--- src/rtl/vio_regwin_pkg.sv ---
package vio_regwin_pkg;

    typedef enum logic [1:0] {
        ST_IDLE,
        ST_RESP,
        ST_CFG_WAIT
    } acc_state_e;

    localparam int unsigned OFS_HOSTF  = 0;
    localparam int unsigned OFS_GUESTF = 4;
    localparam int unsigned OFS_QPFN   = 8;
    localparam int unsigned OFS_QSIZE  = 12;
    localparam int unsigned OFS_QSEL   = 14;
    localparam int unsigned OFS_NOTIFY = 16;
    localparam int unsigned OFS_STATUS = 18;
    localparam int unsigned OFS_ISR    = 19;
    localparam int unsigned OFS_CFG    = 20;

    localparam int unsigned FBIT_EMPTY_NOTE = 24;
    localparam int unsigned FBIT_BAD        = 30;
    localparam int unsigned SBIT_DRV_OK     = 2;

endpackage

--- src/rtl/vio_feat_vet.sv ---
module vio_feat_vet
    import vio_regwin_pkg::*;
#(
    parameter logic [31:0] HOST_FEAT = 32'h0000_0021,
    parameter logic [31:0] MIN_FEAT  = 32'h0000_0001
) (
    input  logic [31:0] req_i,
    output logic [31:0] host_full_o,
    output logic [31:0] host_read_o,
    output logic [31:0] grant_o
);
    assign host_full_o = HOST_FEAT | (32'd1 << FBIT_EMPTY_NOTE);
    assign host_read_o = host_full_o | (32'd1 << FBIT_BAD);

    always_comb begin
        if (req_i[FBIT_BAD])
            grant_o = MIN_FEAT;
        else if (|(req_i & ~host_full_o))
            grant_o = host_full_o;
        else
            grant_o = req_i;
    end
endmodule

--- src/rtl/vio_queue_bank.sv ---
module vio_queue_bank #(
    parameter int NUM_QUEUES = 2,
    parameter int PFN_W      = 32,
    parameter int QI_W       = 1
) (
    input  logic             clk,
    input  logic             rst_n,
    input  logic             flush_i,
    input  logic             wr_en_i,
    input  logic [QI_W-1:0]  wr_idx_i,
    input  logic [PFN_W-1:0] wr_pfn_i,
    input  logic [QI_W-1:0]  rd_idx_i,
    output logic [PFN_W-1:0] rd_pfn_o,
    input  logic [QI_W-1:0]  probe_idx_i,
    output logic             probe_live_o
);
    logic [PFN_W-1:0] pfn_q [NUM_QUEUES];

    for (genvar q = 0; q < NUM_QUEUES; q++) begin : g_queue
        always_ff @(posedge clk or negedge rst_n) begin
            if (!rst_n)
                pfn_q[q] <= '0;
            else if (flush_i)
                pfn_q[q] <= '0;
            else if (wr_en_i && wr_idx_i == QI_W'(q))
                pfn_q[q] <= wr_pfn_i;
        end
    end

    always_comb begin
        rd_pfn_o     = '0;
        probe_live_o = 1'b0;
        for (int q = 0; q < NUM_QUEUES; q++) begin
            if (rd_idx_i == QI_W'(q))
                rd_pfn_o = pfn_q[q];
            if (probe_idx_i == QI_W'(q))
                probe_live_o = (pfn_q[q] != '0);
        end
    end
endmodule

--- src/rtl/vio_isr_ctl.sv ---
module vio_isr_ctl (
    input  logic       clk,
    input  logic       rst_n,
    input  logic [7:0] raise_i,
    input  logic       take_i,
    input  logic       flush_i,
    output logic [7:0] isr_o,
    output logic       irq_o
);
    logic [7:0] isr_q;

    always_ff @(posedge clk or negedge rst_n) begin
        if (!rst_n)
            isr_q <= '0;
        else if (flush_i)
            isr_q <= '0;
        else
            isr_q <= (take_i ? 8'h00 : isr_q) | raise_i;
    end

    assign isr_o = isr_q;
    assign irq_o = |isr_q;

    a_r9_take_keeps_new: assert property (@(posedge clk) disable iff (!rst_n)
        take_i && !flush_i |=> isr_q == $past(raise_i));
endmodule

--- src/rtl/vio_regwin.sv ---
module vio_regwin
    import vio_regwin_pkg::*;
#(
    parameter int          NUM_QUEUES  = 2,
    parameter int          QUEUE_DEPTH = 256,
    parameter int          ADDR_W      = 8,
    parameter logic [31:0] HOST_FEAT   = 32'h0000_0021,
    parameter logic [31:0] MIN_FEAT    = 32'h0000_0001,
    localparam int         QI_W        = (NUM_QUEUES > 1) ? $clog2(NUM_QUEUES) : 1
) (
    input  logic              clk,
    input  logic              rst_n,
    input  logic              acc_valid_i,
    input  logic              acc_write_i,
    input  logic [ADDR_W-1:0] acc_addr_i,
    input  logic [1:0]        acc_size_i,
    input  logic [31:0]       acc_wdata_i,
    output logic              acc_ready_o,
    output logic              acc_rvalid_o,
    output logic [31:0]       acc_rdata_o,
    input  logic [7:0]        irq_cause_i,
    output logic              irq_o,
    output logic              qinit_o,
    output logic [QI_W-1:0]   qinit_idx_o,
    output logic              notify_o,
    output logic [QI_W-1:0]   notify_idx_o,
    output logic              dev_reset_o,
    output logic              drv_ready_o,
    output logic              cfg_req_o,
    output logic              cfg_write_o,
    output logic [ADDR_W-1:0] cfg_addr_o,
    output logic [1:0]        cfg_size_o,
    output logic [31:0]       cfg_wdata_o,
    input  logic              cfg_ack_i,
    input  logic [31:0]       cfg_rdata_i
);
    acc_state_e state_q, state_d;

    logic [31:0]     guest_q;
    logic [QI_W-1:0] sel_q;
    logic [7:0]      status_q;
    logic [31:0]     rdata_q;
    logic [31:0]     rd_mux;
    logic            cfg_write_q;

    logic [31:0] host_full, host_read, feat_grant;
    logic [31:0] sel_pfn;
    logic [7:0]  isr;
    logic        notify_live;

    logic accept, is_cfg, wr, rd;
    logic hit_hostf, hit_guestf, hit_qpfn, hit_qsize, hit_qsel, hit_notify, hit_status, hit_isr;
    logic soft_rst, pfn_set, sel_ok, notify_fire, ready_fire, isr_take;
    logic [15:0] q_num;

    assign accept     = acc_valid_i && (state_q == ST_IDLE);
    assign is_cfg     = acc_addr_i >= ADDR_W'(OFS_CFG);
    assign wr         = accept && acc_write_i && !is_cfg;
    assign rd         = accept && !acc_write_i && !is_cfg;
    assign hit_hostf  = acc_addr_i == ADDR_W'(OFS_HOSTF);
    assign hit_guestf = acc_addr_i == ADDR_W'(OFS_GUESTF);
    assign hit_qpfn   = acc_addr_i == ADDR_W'(OFS_QPFN);
    assign hit_qsize  = acc_addr_i == ADDR_W'(OFS_QSIZE);
    assign hit_qsel   = acc_addr_i == ADDR_W'(OFS_QSEL);
    assign hit_notify = acc_addr_i == ADDR_W'(OFS_NOTIFY);
    assign hit_status = acc_addr_i == ADDR_W'(OFS_STATUS);
    assign hit_isr    = acc_addr_i == ADDR_W'(OFS_ISR);

    assign q_num       = acc_wdata_i[15:0];
    assign sel_ok      = q_num < 16'(NUM_QUEUES);
    assign soft_rst    = wr && ((hit_qpfn && acc_wdata_i == 32'd0) ||
                                (hit_status && acc_wdata_i[7:0] == 8'd0));
    assign pfn_set     = wr && hit_qpfn && acc_wdata_i != 32'd0;
    assign notify_fire = wr && hit_notify && sel_ok && notify_live;
    assign ready_fire  = wr && hit_status && acc_wdata_i[7:0] != 8'd0 &&
                         acc_wdata_i[SBIT_DRV_OK] && !status_q[SBIT_DRV_OK];
    assign isr_take    = rd && hit_isr;

    vio_feat_vet #(.HOST_FEAT(HOST_FEAT), .MIN_FEAT(MIN_FEAT)) u_vet (
        .req_i       (acc_wdata_i),
        .host_full_o (host_full),
        .host_read_o (host_read),
        .grant_o     (feat_grant)
    );

    vio_queue_bank #(.NUM_QUEUES(NUM_QUEUES), .PFN_W(32), .QI_W(QI_W)) u_qbank (
        .clk          (clk),
        .rst_n        (rst_n),
        .flush_i      (soft_rst),
        .wr_en_i      (pfn_set),
        .wr_idx_i     (sel_q),
        .wr_pfn_i     (acc_wdata_i),
        .rd_idx_i     (sel_q),
        .rd_pfn_o     (sel_pfn),
        .probe_idx_i  (q_num[QI_W-1:0]),
        .probe_live_o (notify_live)
    );

    vio_isr_ctl u_isr (
        .clk     (clk),
        .rst_n   (rst_n),
        .raise_i (irq_cause_i),
        .take_i  (isr_take),
        .flush_i (soft_rst),
        .isr_o   (isr),
        .irq_o   (irq_o)
    );

    // Access sequencing
    always_comb begin
        state_d = state_q;
        unique case (state_q)
            ST_IDLE: begin
                if (accept && is_cfg)
                    state_d = ST_CFG_WAIT;
                else if (accept && !acc_write_i)
                    state_d = ST_RESP;
            end
            ST_RESP:     state_d = ST_IDLE;
            ST_CFG_WAIT: begin
                if (cfg_ack_i)
                    state_d = cfg_write_q ? ST_IDLE : ST_RESP;
            end
            default:     state_d = ST_IDLE;
        endcase
    end

    always_ff @(posedge clk or negedge rst_n) begin
        if (!rst_n)
            state_q <= ST_IDLE;
        else
            state_q <= state_d;
    end

    always_comb begin
        if (hit_hostf)       rd_mux = host_read;
        else if (hit_guestf) rd_mux = guest_q;
        else if (hit_qpfn)   rd_mux = sel_pfn;
        else if (hit_qsize)  rd_mux = 32'(QUEUE_DEPTH);
        else if (hit_qsel)   rd_mux = 32'(sel_q);
        else if (hit_status) rd_mux = {24'd0, status_q};
        else if (hit_isr)    rd_mux = {24'd0, isr};
        else                 rd_mux = '1;
    end

    // Registers, read data, forwarded request and pulses
    always_ff @(posedge clk or negedge rst_n) begin
        if (!rst_n) begin
            guest_q      <= '0;
            sel_q        <= '0;
            status_q     <= '0;
            rdata_q      <= '0;
            cfg_write_q  <= 1'b0;
            cfg_addr_o   <= '0;
            cfg_size_o   <= '0;
            cfg_wdata_o  <= '0;
            qinit_o      <= 1'b0;
            qinit_idx_o  <= '0;
            notify_o     <= 1'b0;
            notify_idx_o <= '0;
            dev_reset_o  <= 1'b0;
            drv_ready_o  <= 1'b0;
        end else begin
            if (soft_rst) begin
                guest_q  <= '0;
                sel_q    <= '0;
                status_q <= '0;
            end else if (wr) begin
                if (hit_guestf)           guest_q  <= feat_grant;
                if (hit_qsel && sel_ok)   sel_q    <= q_num[QI_W-1:0];
                if (hit_status)           status_q <= acc_wdata_i[7:0];
            end
            if (rd)
                rdata_q <= rd_mux;
            else if (state_q == ST_CFG_WAIT && cfg_ack_i && !cfg_write_q)
                rdata_q <= cfg_rdata_i;
            if (accept && is_cfg) begin
                cfg_write_q <= acc_write_i;
                cfg_addr_o  <= acc_addr_i - ADDR_W'(OFS_CFG);
                cfg_size_o  <= acc_size_i;
                cfg_wdata_o <= acc_wdata_i;
            end
            qinit_o      <= pfn_set;
            qinit_idx_o  <= sel_q;
            notify_o     <= notify_fire;
            notify_idx_o <= q_num[QI_W-1:0];
            dev_reset_o  <= soft_rst;
            drv_ready_o  <= ready_fire;
        end
    end

    assign acc_ready_o  = (state_q == ST_IDLE);
    assign acc_rvalid_o = (state_q == ST_RESP);
    assign acc_rdata_o  = rdata_q;
    assign cfg_req_o    = (state_q == ST_CFG_WAIT);
    assign cfg_write_o  = cfg_write_q;

    a_r12_resp_next: assert property (@(posedge clk) disable iff (!rst_n)
        rd |=> acc_rvalid_o && !acc_ready_o);
    a_r4_sel_range: assert property (@(posedge clk) disable iff (!rst_n)
        int'(sel_q) < NUM_QUEUES);
    a_r3_guest_vetted: assert property (@(posedge clk) disable iff (!rst_n)
        ((guest_q & ~host_full) == 32'd0) || (guest_q == MIN_FEAT));
    a_r6_reset_clears: assert property (@(posedge clk) disable iff (!rst_n)
        dev_reset_o |-> guest_q == 32'd0 && status_q == 8'd0 && isr == 8'd0 && sel_q == '0);
    a_r7_ready_not_reset: assert property (@(posedge clk) disable iff (!rst_n)
        drv_ready_o |-> !dev_reset_o && status_q[SBIT_DRV_OK]);
    a_r8_notify_from_write: assert property (@(posedge clk) disable iff (!rst_n)
        notify_o |-> $past(wr && hit_notify));
    a_r10_cfg_hold: assert property (@(posedge clk) disable iff (!rst_n)
        cfg_req_o && !cfg_ack_i |=> cfg_req_o && $stable(cfg_addr_o) && $stable(cfg_wdata_o));
endmodule

--- config.mk ---
export PLATFORM = sky130hd
export DESIGN_NAME = vio_regwin
export DESIGN_NICKNAME = d
export VERILOG_FILES = /design/src/rtl/vio_regwin_pkg.sv /design/src/rtl/vio_feat_vet.sv /design/src/rtl/vio_queue_bank.sv /design/src/rtl/vio_isr_ctl.sv /design/src/rtl/vio_regwin.sv
export SDC_FILE = /design/constraint.sdc
export NUM_CORES = 1
export LEC_CHECK = 0
export ABC_AREA = 1
export BUFFER_PORTS_ARGS = -buffer_cell sky130_fd_sc_hd__buf_2
export CAP_MARGIN = 40
export CORE_UTILIZATION = 52
export CTS_CLUSTER_DIAMETER = 30
export DETAILED_ROUTE_END_ITERATION = 8
export HOLD_SLACK_MARGIN = 0.03
export PLACE_DENSITY = 0.71
export SLEW_MARGIN = 20
export SYNTH_ARGS = -nofsm -noshare
export SYNTH_HDL_FRONTEND = slang
export SYNTH_SLANG_ARGS = --single-unit
--- constraint.sdc ---
create_clock -name clk -period 4.3 [get_ports clk]
set_input_delay 0 -clock clk [delete_from_list [all_inputs] [get_ports clk]]
set_output_delay 0 -clock clk [all_outputs]
set_load 0.03 [all_outputs]
==> results.json <==
{
  "worst_clock_skew_ps": 6.63,
  "root_buffer": "clkbuf_16",
  "period_needed_ps": 2360,
  "crit_end": "u_qbank.pfn_q[22]",
  "dp.cells": 1491,
  "netlist_instances": 1143,
  "grt_overflow_total": 0,
  "ys_seq_area_frac": 0.510,
  "dp_hpwl_mm": 17.6,
  "cts_max_level": 4,
  "worst_pin_slew_ps": 754,
  "crit_arrival_ps": 2660,
  "drt_drc_violations_left": 0,
  "cp.depth": 10,
  "drv_cap": 0,
  "yosysWarnings": 0,
  "p_leak_uw": 0.00582,
  "syn_to_final_growth_pct": 25.1,
  "nNetsFinal": 1460,
  "ant_nets": 0,
  "clk-insertion-delay-late_ps": 440,
  "first_global_vias": 8176,
  "final.period_utilization": 0.550,
  "crit_path_cell_trace": "dlygate4sd3_1 -> buf_2 -> inv_2 -> nand2_1 -> nor2_1 -> nand3_2 -> nor2_8 -> nand3_4 -> nand3_1 -> o21ai_1",
  "synth_cell_types": 36,
  "hold_viol": 0,
  "portBuffers": 171,
  "final_cells": 1610,
  "cts_buffers": 17,
  "postRouteWirelength_mm": 26.3,
  "wire_per_inst_um": 16.3,
  "grt_pass1_wl_mm": 42.1,
  "criticalPathCategory": "input pin to register",
  "core_mm2": 0.0180,
  "async_flop_share": 1.00,
  "drive_gt1_frac": 0.214,
  "initial_core_util": 0.532,
  "worstPathRequired_ps": 4590,
  "clkTransAtPathRegs_ps": 70,
  "yosys_register_bits": 195,
  "post_cts_buffers": 0,
  "critical-path-slowest-cell": "nand3_4",
  "peakVddDrop_v": 0.000381,
  "outcome": "completed",
  "cts_buffer_depth": 2,
  "grtUsageTotal": 0.291,
  "max_freq_mhz": 423,
  "die-area_mm2": 0.0189,
  "antenna_found_initial": 0,
  "via_per_inst": 5.43,
  "synth_edf_count": 0,
  "end_kind": "register",
  "drtIter0Drc": 857,
  "powerDensity_mw_per_mm2": 493,
  "firstDrtPassIters": 5,
  "syn_area_per_cell_um2": 8.36,
  "cts.sink_count": 195,
  "ios": 172,
  "diodes": 0,
  "cp_max_fo": 64,
  "num_vias": 8742,
  "slew_violations": 0,
  "setup_viol": 0,
  "worst-path-buf-inv": 3,
  "ff_latch_area_mm2": 0.00488,
  "gp_congestion": 0.867,
  "rsz0062_at_grt": "false",
  "rrSetupSlack_ps": 1960,
  "crit_path_max_incr_delay_ps": 570,
  "slew_headroom": 0.498,
  "critPathLaunchType": "input pin",
  "synthFlopType": "dfrtp_1",
  "cts_tree": "done",
  "multi_input_area_mm2": 0.00399,
  "r2r-start": "state_q[0]",
  "cp_top_family": "simple AND/OR/NAND/NOR gates",
  "nFillCells": 1504,
  "rows": 49,
  "syn_area_mm2": 0.00956,
  "grt_max_degree": 119,
  "rr_worst_depth": 8,
  "die_x_um": 138,
  "r2r-end": "u_qbank.pfn_q[22]",
  "tns_ps": 0,
  "die_h_um": 138,
  "min_path_type": "input pin to async pin",
  "fin_hold_ws_ps": 139,
  "syn_nets": 1235,
  "crit_start": "acc_addr_i[5]"
}
[state kept, by name, summed over array words and instances (netlist names), 2 cells and up]
signal         flops
cfg_wdata_o       32
state_q            2
cfg_addr_o         8
cfg_size_o         2
acc_rdata_o       32
u_isr.isr_o        8
u_qbank.pfn_q     64
guest_q           31
status_q           8
[synthesized netlist by cell type, types with 5 or more instances]
cell type  number  share of area
o21ai_0        64          0.034
nand4_1         8         0.0052
nand3b_1        8         0.0063
or2_2          18          0.012
nor2_2          7         0.0046
o21ai_1        48          0.025
buf_6          15          0.018
inv_2           7         0.0027
nand3_2         7         0.0073
dfrtp_1       195           0.51
a21oi_1        60          0.031
nor4_1         11         0.0072
nand2_4         5         0.0059
o211ai_1       22          0.017
nor2_1        127          0.050
o21ai_2        23          0.021
inv_1          73          0.029
nand2_1       238          0.093
nand2_2         5         0.0033
ha_1            5         0.0065
nand3_1       127          0.066
buf_2          19         0.0099
clkbuf_1       25         0.0098
[per-stage QoR]
stage / utilization / instance area [µm²] / worst slack, ps / total power (µW)
global route: 0.666 / 12000 / 1600 / 6190
CTS: 0.664 / 11900 / 1890 / 5920
floorplan: - / 9560 / 2410 / 3580
global placement: 0.579 / 10400 / 1880 / 4140
finish: 0.666 / 12000 / 1940 / 5900
detailed placement: 0.582 / 10500 / 1930 / 4190
[worst reg2reg max path: cells and delay by family (launching register included)]
| family | cells | cell delay [ps] |
|---|---|---|
| DFF | 1 | 430 |
| and+or+nand+nor | 7 | 1670 |
| AOI/OAI and AO/OA | 1 | 100 |
[where the power goes]
part	leakage (µW)	switching [µW]	internal, µW	total [µW]
sequential	0.00238	186	2180	2370
combinational	0.00314	1310	540	1850
clock	0.000303	739	933	1670
[how the worst min path moves through the flow]
| stage | start | end | slack, ps |
|---|---|---|---|
| after floorplan | rst_n | acc_rdata_o[0] | -300 |
| after global placement | rst_n | acc_rdata_o[14] | 70 |
| after detailed placement | rst_n | acc_rdata_o[14] | 70 |
| after CTS | acc_valid_i | cfg_wdata_o[21] | 150 |
| after global routing | rst_n | acc_rdata_o[14] | 200 |
| final | rst_n | acc_rdata_o[14] | 140 |
[layout by cell type, fill, tap and decap left out, types with 8 or more instances in the layout]
master and count:
or2_2 18, nor4_1 11, nand3b_1 8, buf_2 170, inv_1 73, o21ai_1 48, clkbuf_16 17, o21ai_0 64
nand2_1 238, nand4_1 8, o21ai_2 23, nand3_1 127, dfrtp_1 195, dlygate4sd3_1 85, o211ai_1 22, nor2_1 127
a21oi_1 60
[layout make-up]
cell class                 count  share of cell area
tap                          229              0.0240
sequential                   195               0.408
inverter                      81              0.0256
multi-input combinational    804               0.333
clock buffer                  17              0.0356
clock inverter                15              0.0163
timing repair buffer         269               0.157
[layer usage]
| layer | up-vias | wire length, µm | global-route usage |
|---|---|---|---|
| li1 | 4227 | - | - |
| met1 | 4124 | 12300 | 0.429 |
| met2 | 353 | 11700 | 0.432 |
| met3 | 38 | 1940 | 0.0581 |
| met4 | 0 | 433 | 0.0836 |
| met5 | - | 0 | 0 |
[kinds of logic (layout without fill, tap and decap cells)]
logic type / count (synthesis) / after routing / synth area share
muxes: 2 / 2 / 0.00209
adders and majority gates: 5 / 5 / 0.00654
and+or+nand+nor: 573 / 573 / 0.274
buffers and inverters: 144 / 382 / 0.0726
xor gates and xnor gates: 4 / 4 / 0.00366
AOI/OAI and AO/OA: 220 / 220 / 0.131
DFF: 195 / 195 / 0.510
[repair_timing]
action	CTS	global route
resized for setup	0	0
endpoints found under the setup margin	0	0
endpoints found under the hold margin	234	0
hold buffers	85	0
Power figures use the tool's default switching activity.
